File: src/rtl/mm_pkg.sv
package mm_pkg;
  localparam int unsigned MM_DIM     = 16;
  localparam int unsigned MM_LANES   = 8;
  localparam int unsigned MM_DW      = 16;
  localparam int unsigned MM_ACC_W   = 40;
  localparam int unsigned MM_ACC_LAT = 7;
endpackage

File: src/rtl/mm_addr_gen.sv
module mm_addr_gen #(
  parameter int unsigned DIM    = 16,
  parameter int unsigned LANES  = 8,
  parameter int unsigned MEM_AW = 9,
  parameter int unsigned C_AW   = 8
) (
  input  logic                     clk_i,
  input  logic                     rst_ni,
  input  logic                     launch_i,
  output logic                     rd_en_o,
  output logic [MEM_AW-1:0]        rda_addr_o,
  output logic [MEM_AW-1:0]        rdb_addr_o,
  output logic                     first_o,
  output logic                     last_o,
  output logic [$clog2(LANES)-1:0] slot_o,
  output logic [C_AW-1:0]          c_addr_o
);
  localparam int unsigned IDX_W  = $clog2(DIM);
  localparam int unsigned SLOT_W = $clog2(LANES);
  localparam int unsigned GRPS   = DIM / LANES;
  localparam int unsigned GRP_W  = $clog2(GRPS);
  localparam int unsigned B_BASE = DIM * DIM;

  logic              run_q;
  logic [SLOT_W-1:0] slot_q;
  logic [IDX_W-1:0]  k_q, row_q;
  logic [GRP_W-1:0]  grp_q;
  logic [IDX_W-1:0]  col;
  logic              slot_end, k_end, grp_end, row_end, last_issue;

  assign slot_end   = slot_q == SLOT_W'(LANES - 1);
  assign k_end      = k_q == IDX_W'(DIM - 1);
  assign grp_end    = grp_q == GRP_W'(GRPS - 1);
  assign row_end    = row_q == IDX_W'(DIM - 1);
  assign last_issue = slot_end && k_end && grp_end && row_end;

  always_ff @(posedge clk_i or negedge rst_ni) begin
    if (!rst_ni) begin
      run_q  <= 1'b0;
      slot_q <= '0;
      k_q    <= '0;
      grp_q  <= '0;
      row_q  <= '0;
    end else if (!run_q) begin
      if (launch_i) begin
        run_q  <= 1'b1;
        slot_q <= '0;
        k_q    <= '0;
        grp_q  <= '0;
        row_q  <= '0;
      end
    end else begin
      slot_q <= slot_end ? '0 : slot_q + 1'b1;
      if (slot_end) begin
        k_q <= k_end ? '0 : k_q + 1'b1;
        if (k_end) begin
          grp_q <= grp_end ? '0 : grp_q + 1'b1;
          if (grp_end) row_q <= row_end ? '0 : row_q + 1'b1;
        end
      end
      if (last_issue) run_q <= 1'b0;
    end
  end

  assign col        = IDX_W'(IDX_W'(grp_q) * IDX_W'(LANES)) + IDX_W'(slot_q);
  assign rd_en_o    = run_q;
  assign rda_addr_o = MEM_AW'(row_q) * MEM_AW'(DIM) + MEM_AW'(k_q);
  assign rdb_addr_o = MEM_AW'(B_BASE) + MEM_AW'(k_q) * MEM_AW'(DIM) + MEM_AW'(col);
  assign c_addr_o   = C_AW'(row_q) * C_AW'(DIM) + C_AW'(col);
  assign first_o    = k_q == '0;
  assign last_o     = k_end;
  assign slot_o     = slot_q;

  // B region sits above A region
  assert_operand_regions_R3: assert property (@(posedge clk_i) disable iff (!rst_ni)
    rd_en_o |-> (rdb_addr_o >= MEM_AW'(B_BASE)) && (rda_addr_o < MEM_AW'(B_BASE)))
    else $error("operand address outside its region");

  // depth advances only after all slots of a sweep
  assert_slot_sweep_R4: assert property (@(posedge clk_i) disable iff (!rst_ni)
    (run_q && !slot_end) |=> $stable(k_q))
    else $error("k changed mid-sweep");
endmodule

File: src/rtl/mm_mac_lane.sv
module mm_mac_lane #(
  parameter int unsigned DW      = 16,
  parameter int unsigned ACC_W   = 40,
  parameter int unsigned LANES   = 8,
  parameter int unsigned ACC_LAT = 7,
  parameter int unsigned C_AW    = 8
) (
  input  logic                     clk_i,
  input  logic                     rst_ni,
  input  logic                     vld_i,
  input  logic                     first_i,
  input  logic                     last_i,
  input  logic [$clog2(LANES)-1:0] slot_i,
  input  logic [C_AW-1:0]          c_addr_i,
  input  logic [DW-1:0]            a_i,
  input  logic [DW-1:0]            b_i,
  output logic                     wr_en_o,
  output logic [C_AW-1:0]          wr_addr_o,
  output logic [ACC_W-1:0]         wr_data_o
);
  localparam int unsigned PW     = 2 * DW;
  localparam int unsigned SLOT_W = $clog2(LANES);
  localparam int unsigned TAIL   = ACC_LAT - 1;

  logic signed [PW-1:0] prod_q;
  logic                 s2_vld_q, s2_first_q, s2_last_q;
  logic [SLOT_W-1:0]    s2_slot_q;
  logic [C_AW-1:0]      s2_addr_q;

  always_ff @(posedge clk_i or negedge rst_ni) begin
    if (!rst_ni) begin
      s2_vld_q   <= 1'b0;
      s2_first_q <= 1'b0;
      s2_last_q  <= 1'b0;
      s2_slot_q  <= '0;
      s2_addr_q  <= '0;
      prod_q     <= '0;
    end else begin
      s2_vld_q <= vld_i;
      if (vld_i) begin
        prod_q     <= $signed(a_i) * $signed(b_i);
        s2_first_q <= first_i;
        s2_last_q  <= last_i;
        s2_slot_q  <= slot_i;
        s2_addr_q  <= c_addr_i;
      end
    end
  end

  logic [ACC_W-1:0]        acc_q [LANES];
  logic signed [ACC_W-1:0] base, addend, sum_d;

  // first product of a batch starts from zero
  assign base   = s2_first_q ? '0 : acc_q[s2_slot_q];
  assign addend = {{(ACC_W - PW){prod_q[PW-1]}}, prod_q};
  assign sum_d  = base + addend;

  logic              dl_vld_q  [ACC_LAT];
  logic              dl_last_q [ACC_LAT];
  logic [SLOT_W-1:0] dl_slot_q [ACC_LAT];
  logic [C_AW-1:0]   dl_addr_q [ACC_LAT];
  logic [ACC_W-1:0]  dl_sum_q  [ACC_LAT];

  always_ff @(posedge clk_i or negedge rst_ni) begin
    if (!rst_ni) begin
      for (int i = 0; i < ACC_LAT; i++) begin
        dl_vld_q[i]  <= 1'b0;
        dl_last_q[i] <= 1'b0;
        dl_slot_q[i] <= '0;
        dl_addr_q[i] <= '0;
        dl_sum_q[i]  <= '0;
      end
    end else begin
      dl_vld_q[0]  <= s2_vld_q;
      dl_last_q[0] <= s2_last_q;
      dl_slot_q[0] <= s2_slot_q;
      dl_addr_q[0] <= s2_addr_q;
      dl_sum_q[0]  <= sum_d;
      for (int i = 1; i < ACC_LAT; i++) begin
        dl_vld_q[i]  <= dl_vld_q[i-1];
        dl_last_q[i] <= dl_last_q[i-1];
        dl_slot_q[i] <= dl_slot_q[i-1];
        dl_addr_q[i] <= dl_addr_q[i-1];
        dl_sum_q[i]  <= dl_sum_q[i-1];
      end
    end
  end

  always_ff @(posedge clk_i or negedge rst_ni) begin
    if (!rst_ni) begin
      for (int i = 0; i < LANES; i++) acc_q[i] <= '0;
    end else if (dl_vld_q[TAIL]) begin
      acc_q[dl_slot_q[TAIL]] <= dl_sum_q[TAIL];
    end
  end

  assign wr_en_o   = dl_vld_q[TAIL] && dl_last_q[TAIL];
  assign wr_addr_o = dl_addr_q[TAIL];
  assign wr_data_o = dl_sum_q[TAIL];

  for (genvar g = 0; g < ACC_LAT; g++) begin : g_hazard
    // no partial sum is read while its update is in flight
    assert_no_stale_read_R6: assert property (@(posedge clk_i) disable iff (!rst_ni)
      (s2_vld_q && !s2_first_q && dl_vld_q[g]) |-> (dl_slot_q[g] != s2_slot_q))
      else $error("stale partial sum read at stage %0d", g);
  end
endmodule

File: src/rtl/mm_engine.sv
module mm_engine
  import mm_pkg::*;
#(
  parameter int unsigned DIM     = MM_DIM,
  parameter int unsigned LANES   = MM_LANES,
  parameter int unsigned DW      = MM_DW,
  parameter int unsigned ACC_W   = MM_ACC_W,
  parameter int unsigned ACC_LAT = MM_ACC_LAT,
  parameter int unsigned MEM_AW  = $clog2(2 * DIM * DIM),
  parameter int unsigned C_AW    = $clog2(DIM * DIM)
) (
  input  logic              clk_i,
  input  logic              rst_ni,
  input  logic              start_i,
  output logic              done_o,
  output logic              rd_en_o,
  output logic [MEM_AW-1:0] rda_addr_o,
  input  logic [DW-1:0]     rda_data_i,
  output logic [MEM_AW-1:0] rdb_addr_o,
  input  logic [DW-1:0]     rdb_data_i,
  output logic              wr_en_o,
  output logic [C_AW-1:0]   wr_addr_o,
  output logic [ACC_W-1:0]  wr_data_o
);
  localparam int unsigned SLOT_W = $clog2(LANES);

  logic              busy_q, done_q, launch, final_wr;
  logic              g_first, g_last;
  logic [SLOT_W-1:0] g_slot;
  logic [C_AW-1:0]   g_addr;
  logic              s1_vld_q, s1_first_q, s1_last_q;
  logic [SLOT_W-1:0] s1_slot_q;
  logic [C_AW-1:0]   s1_addr_q;

  assign launch   = start_i && !busy_q;
  assign final_wr = wr_en_o && (wr_addr_o == C_AW'(DIM * DIM - 1));

  always_ff @(posedge clk_i or negedge rst_ni) begin
    if (!rst_ni) begin
      busy_q <= 1'b0;
      done_q <= 1'b0;
    end else begin
      done_q <= final_wr;
      if (launch)        busy_q <= 1'b1;
      else if (final_wr) busy_q <= 1'b0;
    end
  end
  assign done_o = done_q;

  mm_addr_gen #(.DIM(DIM), .LANES(LANES), .MEM_AW(MEM_AW), .C_AW(C_AW)) u_gen (
    .clk_i, .rst_ni,
    .launch_i  (launch),
    .rd_en_o,
    .rda_addr_o,
    .rdb_addr_o,
    .first_o   (g_first),
    .last_o    (g_last),
    .slot_o    (g_slot),
    .c_addr_o  (g_addr)
  );

  // tags follow the one-cycle operand read
  always_ff @(posedge clk_i or negedge rst_ni) begin
    if (!rst_ni) begin
      s1_vld_q   <= 1'b0;
      s1_first_q <= 1'b0;
      s1_last_q  <= 1'b0;
      s1_slot_q  <= '0;
      s1_addr_q  <= '0;
    end else begin
      s1_vld_q   <= rd_en_o;
      s1_first_q <= g_first;
      s1_last_q  <= g_last;
      s1_slot_q  <= g_slot;
      s1_addr_q  <= g_addr;
    end
  end

  mm_mac_lane #(.DW(DW), .ACC_W(ACC_W), .LANES(LANES), .ACC_LAT(ACC_LAT), .C_AW(C_AW)) u_mac (
    .clk_i, .rst_ni,
    .vld_i     (s1_vld_q),
    .first_i   (s1_first_q),
    .last_i    (s1_last_q),
    .slot_i    (s1_slot_q),
    .c_addr_i  (s1_addr_q),
    .a_i       (rda_data_i),
    .b_i       (rdb_data_i),
    .wr_en_o,
    .wr_addr_o,
    .wr_data_o
  );

  assert_quiet_idle_R1: assert property (@(posedge clk_i) disable iff (!rst_ni)
    !busy_q |-> (!rd_en_o && !wr_en_o))
    else $error("activity while idle");

  assert_done_pulse_R7: assert property (@(posedge clk_i) disable iff (!rst_ni)
    done_o |=> !done_o)
    else $error("done held longer than one cycle");

  assert_done_after_write_R7: assert property (@(posedge clk_i) disable iff (!rst_ni)
    $rose(done_o) |-> $past(wr_en_o))
    else $error("done without final write");
endmodule

File: config.mk
export PLATFORM = sky130hd
export DESIGN_NAME = mm_engine
export DESIGN_NICKNAME = d
export VERILOG_FILES = /design/src/rtl/mm_pkg.sv /design/src/rtl/mm_addr_gen.sv /design/src/rtl/mm_mac_lane.sv /design/src/rtl/mm_engine.sv
export SDC_FILE = /design/constraint.sdc
export NUM_CORES = 2
export LEC_CHECK = 0
export ABC_AREA = 0
export BUFFER_PORTS_ARGS = -buffer_cell sky130_fd_sc_hd__clkbuf_2
export CORE_ASPECT_RATIO = 0.75
export CORE_MARGIN = 3
export CORE_UTILIZATION = 45
export DETAILED_ROUTE_END_ITERATION = 10
export GPL_ROUTABILITY_DRIVEN = 0
export GPL_TIMING_DRIVEN = 0
export RECOVER_POWER = 50
export SLEW_MARGIN = 20
export SYNTH_ARGS = -nofsm -noshare
export SYNTH_HDL_FRONTEND = slang
export SYNTH_SLANG_ARGS = --single-unit
File: constraint.sdc
create_clock -name clk_i -period 9.1 [get_ports clk_i]
set_clock_uncertainty 0.1 [all_clocks]
set_input_delay 2.275 -clock clk_i [delete_from_list [all_inputs] [get_ports clk_i]]
set_output_delay 2.275 -clock clk_i [all_outputs]
set_load 0.005 [all_outputs]
# --- Word level (Yosys, flattened, before mapping) ---
# Index checks and enable logic that the tools add are counted.
classes:
  n_addsub: 10
  n_mul: 1
  magnitude_cmp: 3
  eq_ne: 7
  n_mux: 29
  bitwise: 2
  reduce_logical: 14
ops:
  columns: ["op", "n"]
  rows:
  - ["320-bit bitwise mux", 1]
  - ["40-bit two-way mux", 4]
  - ["40-bit binary-select mux with 3-bit select", 1]
  - ["40-bit demux with 3-bit select", 1]
  - ["40-bit by 32-bit adder with 40-bit output", 1]
  - ["4-bit two-way mux", 9]
  - ["16-bit by 16-bit multiplier with 32-bit output", 1]
  - ["1-bit two-way mux", 10]
  - ["8-bit by 4-bit adder with 9-bit output", 1]
  - ["9-bit by 4-bit adder with 9-bit output", 1]
  - ["9-bit by 8-bit adder with 9-bit output, first input constant", 1]
  - ["3-bit two-way mux", 3]
  - ["4-bit by 1-bit adder with 4-bit output, second input constant", 2]
  - ["8-bit by 4-bit adder with 8-bit output", 1]
  - ["4-bit equality test, second input constant", 2]
  - ["8-bit equality test, second input constant", 1]
  - ["4-bit greater-or-equal comparator, second input constant", 2]
  - ["3-bit NOT with 4-bit output", 2]
  - ["1-bit logical AND", 7]
  - ["2-bit != test, second input constant", 3]
  - ["4-bit by 3-bit adder with 4-bit output", 1]
  - ["4-bit logical NOT", 1]
  - ["4-bit by 1-bit less-than comparator with 1-bit output, second input constant", 1]
  - ["4-bit AND reduction", 1]
  - ["other kinds (7)", 8]
word_totals:
  reg_bits: 766
  inputBits: 35
  out_inout_bits: 69
  elab_cells: 127

# --- Longest topological paths before layout ---
depth:
  word_depth: 6
  ltp_mapped: 23
  ltp_nobuf: 21

# --- Cells and area by module ---
# From an unflattened synthesis, not the netlist that was laid out.
unflattened:
  cells_unflattened: 2901
  area_unflattened_um2: 38902.3
by_module_without_submodules:
  columns: ["module", "instances", "cells_per_inst", "area_each_um2", "seq_area_each_um2"]
  rows:
  - ["mm_mac_lane", 1, 2783, 37579.8, 18442.7]
  - ["mm_addr_gen", 1, 94, 874.6, 325.3]
  - ["mm_engine", 1, 24, 447.9, 400.4]

# --- Least setup slack after synthesis ---
# No wires, ideal clock.
synth_timing:
  path_type: "input -> register"
  from: "input port rda_data_i[15]"
  to: "register u_mac.prod_q[31]"
  setup_time_ps: 69
  t_arrival_ps: 8098
  t_required_ps: 8931
  path_slack_ps: 833
  cell_stages: 20
  path_buffers: 1
  path_cell_list: "clkbuf_1 -> nand2_1 -> inv_1 -> fa_1 -> fa_1 -> fa_1 -> fa_1 -> fa_1 -> inv_1 -> fa_1 -> inv_1 -> ha_1 -> a21oi_1 -> o211ai_1 -> a221oi_1 -> nand2_1 -> o221a_2 -> a41o_1 -> or4_1 -> nand3_1"
synth_between:
  elab_chain_len: 1
synth_rtl:
  columns: ["item", "line_no", "text"]
  rows:
  - ["from (decl)", "mm_engine.sv:18", "input logic [DW-1:0] rda_data_i,"]
  - ["16-bit by 16-bit multiplier with 32-bit output", "mm_mac_lane.sv:41", "prod_q <= $signed(a_i) * $signed(b_i);"]
  - ["to (signal assigned)", "mm_mac_lane.sv:41", null]
  - ["to (decl)", "mm_mac_lane.sv:25", "logic signed [PW-1:0] prod_q;"]
# Every way passes these cells.
# A chain may end at the register's enable or synchronous reset.

# --- Worst setup path in the final report ---
layout_timing:
  from: "input port rda_data_i[15]"
  to: "register u_mac.prod_q[30]"
# The elaborated chain is that of the path after synthesis.

==> results_dict.tcl <==
set metrics [dict create \
    status "finished, violations left" \
    violations "max-capacitance violations, max-slew violations" \
    yosysSeqAreaShare_pct 48.54 \
    dieArea_um2 88230 \
    layout_commonest_cell "dfrtp_1" \
    die_x_um 342.0 \
    cts-root-buf "clkbuf_16" \
    slew_viol_final 140 \
    dp_hpwl_um 62680 \
    min_period_ns 8.593 \
    clkTransAtPathRegs_ns 0.06 \
    yosysWarnings 0 \
    seq_power_share_pct 29.9 \
    drive_gt1_share_pct 23.38 \
    switching_share_pct 39.63 \
    gr-total-overflow 0 \
    setup_viol 0 \
    synth_flop_cell "dfrtp_1" \
    ys_ff_latch 739 \
    final_hold_viol_count 0 \
    via_per_inst 5.215 \
    initialDrtViolationCount 1182 \
    peakVddDrop_mv 0.3178 \
    row_count 91 \
    cp.arrival_ns 8.98 \
    cts-hold-fix-buffers 0 \
    cts_setup_buffers 0 \
    fin_area_um2 42740 \
    syn-cell-area_um2 38100 \
    grt_pass1_wl_um 136600 \
    timing.fmax_mhz 116.4 \
    ios 104 \
    end_kind "flip-flop" \
    wl_per_cell_um 20.03 \
    tns_ns 0 \
    wirelength_um 84920 \
    p_int_w 0.01127 \
    place_area_um2 40230 \
    maxCapViolCount 2 \
    async_flop_share_pct 100.0 \
    drt_first_pass_iters 5 \
    yosysTopAreaCellShare_pct 48.54 \
    port_buffers 101 \
    die_y_um 258.0 \
    netlist_instances 2873 \
    path_class "input port to flip-flop" \
    rsz0062_at_grt "no" \
    leakagePower_nw 19.96 \
    synthesis.nets 3297 \
    place_ws_ns -0.06351 \
    p_sw_w 0.007396 \
    startpoint_type "input port" \
    cpMaxStageDelayCell "fa_1" \
    path_common_cell "fa_1" \
    vias 22110 \
    worst_path_largest_cell_delay_ns 0.84 \
    nFillCells 6982 \
    grt_max_degree 101 \
    coreArea_um2 83000 \
    yosysTopAreaCell "dfrtp_1" \
    synth_area_leaders "dfrtp_1 49%, fa_1 14%, mux2_2 10%" \
    slew_headroom_pct -141.6 \
    antenna_left 0 \
    worstPathCellList "clkbuf_2 > clkbuf_1 > nand2_1 > inv_1 > fa_1 > fa_1 > fa_1 > fa_1 > fa_1 > inv_1 > fa_1 > inv_1 > ha_1 > nand3_1 > nor4_1 > a32oi_1 > a41oi_1 > or4_1 > a31oi_1 > xnor2_1 > mux2_4" \
    cp_max_fo 10 \
    htreeDepth 3 \
    worstSkewPairLatency_ns 0.61 \
    tritoncts "done" \
    tightest_slew_ns 3.625 \
    drc 0 \
    syn_avg_cell_area_um2 13.26 \
    cts_buffers 76 \
    path_buf_inv 5 \
    cts-resized-gates 0 \
    path_delay_family "adder cells" \
    p_per_area_nw_per_um2 436.7 \
    groute.usage.overall_pct 19.83 \
    fin_crit_sh_pct 94.42 \
    p_clk_share_pct 16.6 \
    most-common-layout-cells "739 x dfrtp_1, 351 x mux2_2, 298 x inv_1" \
    min_path_type "flip-flop to flip-flop" \
    required_ns 9.48 \
    clock_sinks 739 \
    num-nets-final 3484 \
    clock_path_buffers 3 \
    area_delta_synth_final_pct 12.18 \
    grt_pass1_vias 23640 \
    antenna_found_initial 0 \
    setup_slack_ns 0.5075 \
    combPwrFrac_pct 53.6 \
    synth.distinct_cells 68 \
    start_util_pct 45.90 \
    synth-edff-count 0 \
]
## cell families after synthesis
kind of cell             after synthesis  synth area share [%]
AO/OA/AOI/OAI                        232                 4.059
XOR/XNOR                              61                 1.402
adder cells (fa/ha/maj)              389                 17.96
buffers and inverters                468                 5.176
flip-flops                           739                 48.54
multiplexers                         473                 16.22
other                                  2               0.01971
AND/OR/NAND/NOR                      509                 6.630
## synth_stat cells (4+ instances only)
| cell | number |
|---|---|
| nor2_1 | 92 |
| mux4_2 | 80 |
| o21ai_0 | 39 |
| dfrtp_1 | 739 |
| ha_1 | 126 |
| xnor2_1 | 45 |
| o21a_1 | 13 |
| o211ai_1 | 8 |
| o21bai_1 | 9 |
| o311ai_0 | 5 |
| nor3b_1 | 6 |
| nor2b_1 | 12 |
| nand2_1 | 169 |
| buf_2 | 7 |
| buf_4 | 55 |
| and2_1 | 126 |
| inv_1 | 298 |
| a311oi_1 | 5 |
| buf_1 | 24 |
| nor3_1 | 17 |
| xor2_1 | 16 |
| o31ai_1 | 7 |
| nand2b_1 | 16 |
| a21o_1 | 22 |
| and3_1 | 12 |
| fa_1 | 263 |
| nand4b_1 | 4 |
| or3_1 | 8 |
| a21oi_1 | 65 |
| clkbuf_1 | 84 |
| mux2_2 | 351 |
| and4_1 | 6 |
| nand3_1 | 18 |
| a31oi_1 | 5 |
| a22o_1 | 7 |
| mux2i_1 | 41 |
| nand4_1 | 13 |
| a211oi_1 | 10 |
## power groups by stage
stage / combinational, W / clock (W) / sequential (W)
floorplan: 0.00757 / 0 / 0.00525
global placement: 0.00966 / 0 / 0.00554
detailed placement: 0.00994 / 0 / 0.00562
CTS: 0.0100 / 0.00318 / 0.00558
global route: 0.0112 / 0.00331 / 0.00575
finish: 0.0100 / 0.00310 / 0.00557
## final cells by class
type	count	area, µm²	share of cell area [%]
Inverter	298	1119	2.617
Clock buffer	116	2275	5.322
Antenna cell	1	2.502	0.005855
Buffer	170	854.6	1.999
Timing Repair Buffer	109	708.2	1.657
Multi-Input combinational cell	1666	17640	41.26
Clock inverter	24	256.5	0.6001
Tap cell	1116	1396	3.267
Sequential cell	739	18490	43.27
## metrics by stage
stage	total power, W	util, %	hold slack (ns)	cells
global route	0.02028	51.49	0.2371	4238
floorplan	0.01282	-	0.2312	2873
finish	0.01866	51.49	0.2259	4239
detailed placement	0.01556	48.47	0.2347	4098
CTS	0.01876	51.52	0.2234	4238
global placement	0.01519	48.19	0.2319	4090
## sequential cells by signal, summed over array words and instances, names as in the netlist, 3 cells and up
register,count
u_mac.dl_sum_q,240
u_mac.s2_addr_q,8
u_mac.acc_q,320
u_gen.row_q,4
u_mac.dl_slot_q,14
u_mac.prod_q,32
u_mac.dl_vld_q,7
u_mac.wr_data_o,40
u_mac.dl_last_q,7
u_gen.slot_o,3
u_gen.k_q,4
s1_addr_q,8
u_mac.wr_addr_o,6
u_mac.dl_addr_q,36
## worst paths after layout
kind | start | cells after the start | slack (ns) | endpoint
worst max-delay path | rda_data_i[15] | 21 | 0.51 | u_mac.prod_q[30]$_DFFE_PN0P_
worst min-delay path | u_mac.dl_sum_q[103]$_DFF_PN0_ | 0 | 0.23 | u_mac.dl_sum_q[63]$_DFF_PN0_
worst max register to register | u_mac.s2_addr_q[1]$_DFFE_PN0P_ | 17 | 2.87 | u_mac.dl_sum_q[274]$_DFF_PN0_
worst min register to register | u_mac.dl_sum_q[103]$_DFF_PN0_ | 0 | 0.23 | u_mac.dl_sum_q[63]$_DFF_PN0_
max in group asynchronous | rst_ni | 2 | 1.43 | u_mac.dl_sum_q[42]$_DFF_PN0_
min in group asynchronous | rst_ni | 1 | 2.82 | u_mac.acc_q[91]$_DFFE_PN0P_
## routing by layer
metal  wire, µm  global-route usage [%]  vias to the layer above
met2      37370                   30.05                      532
met4       2241                   5.483                        0
met3       4232                   3.310                      132
met1      41080                   29.66                    11510
li1           -                       -                     9932
met5          0                       0                        -
No activity file was read; power rests on OpenSTA's default activity.
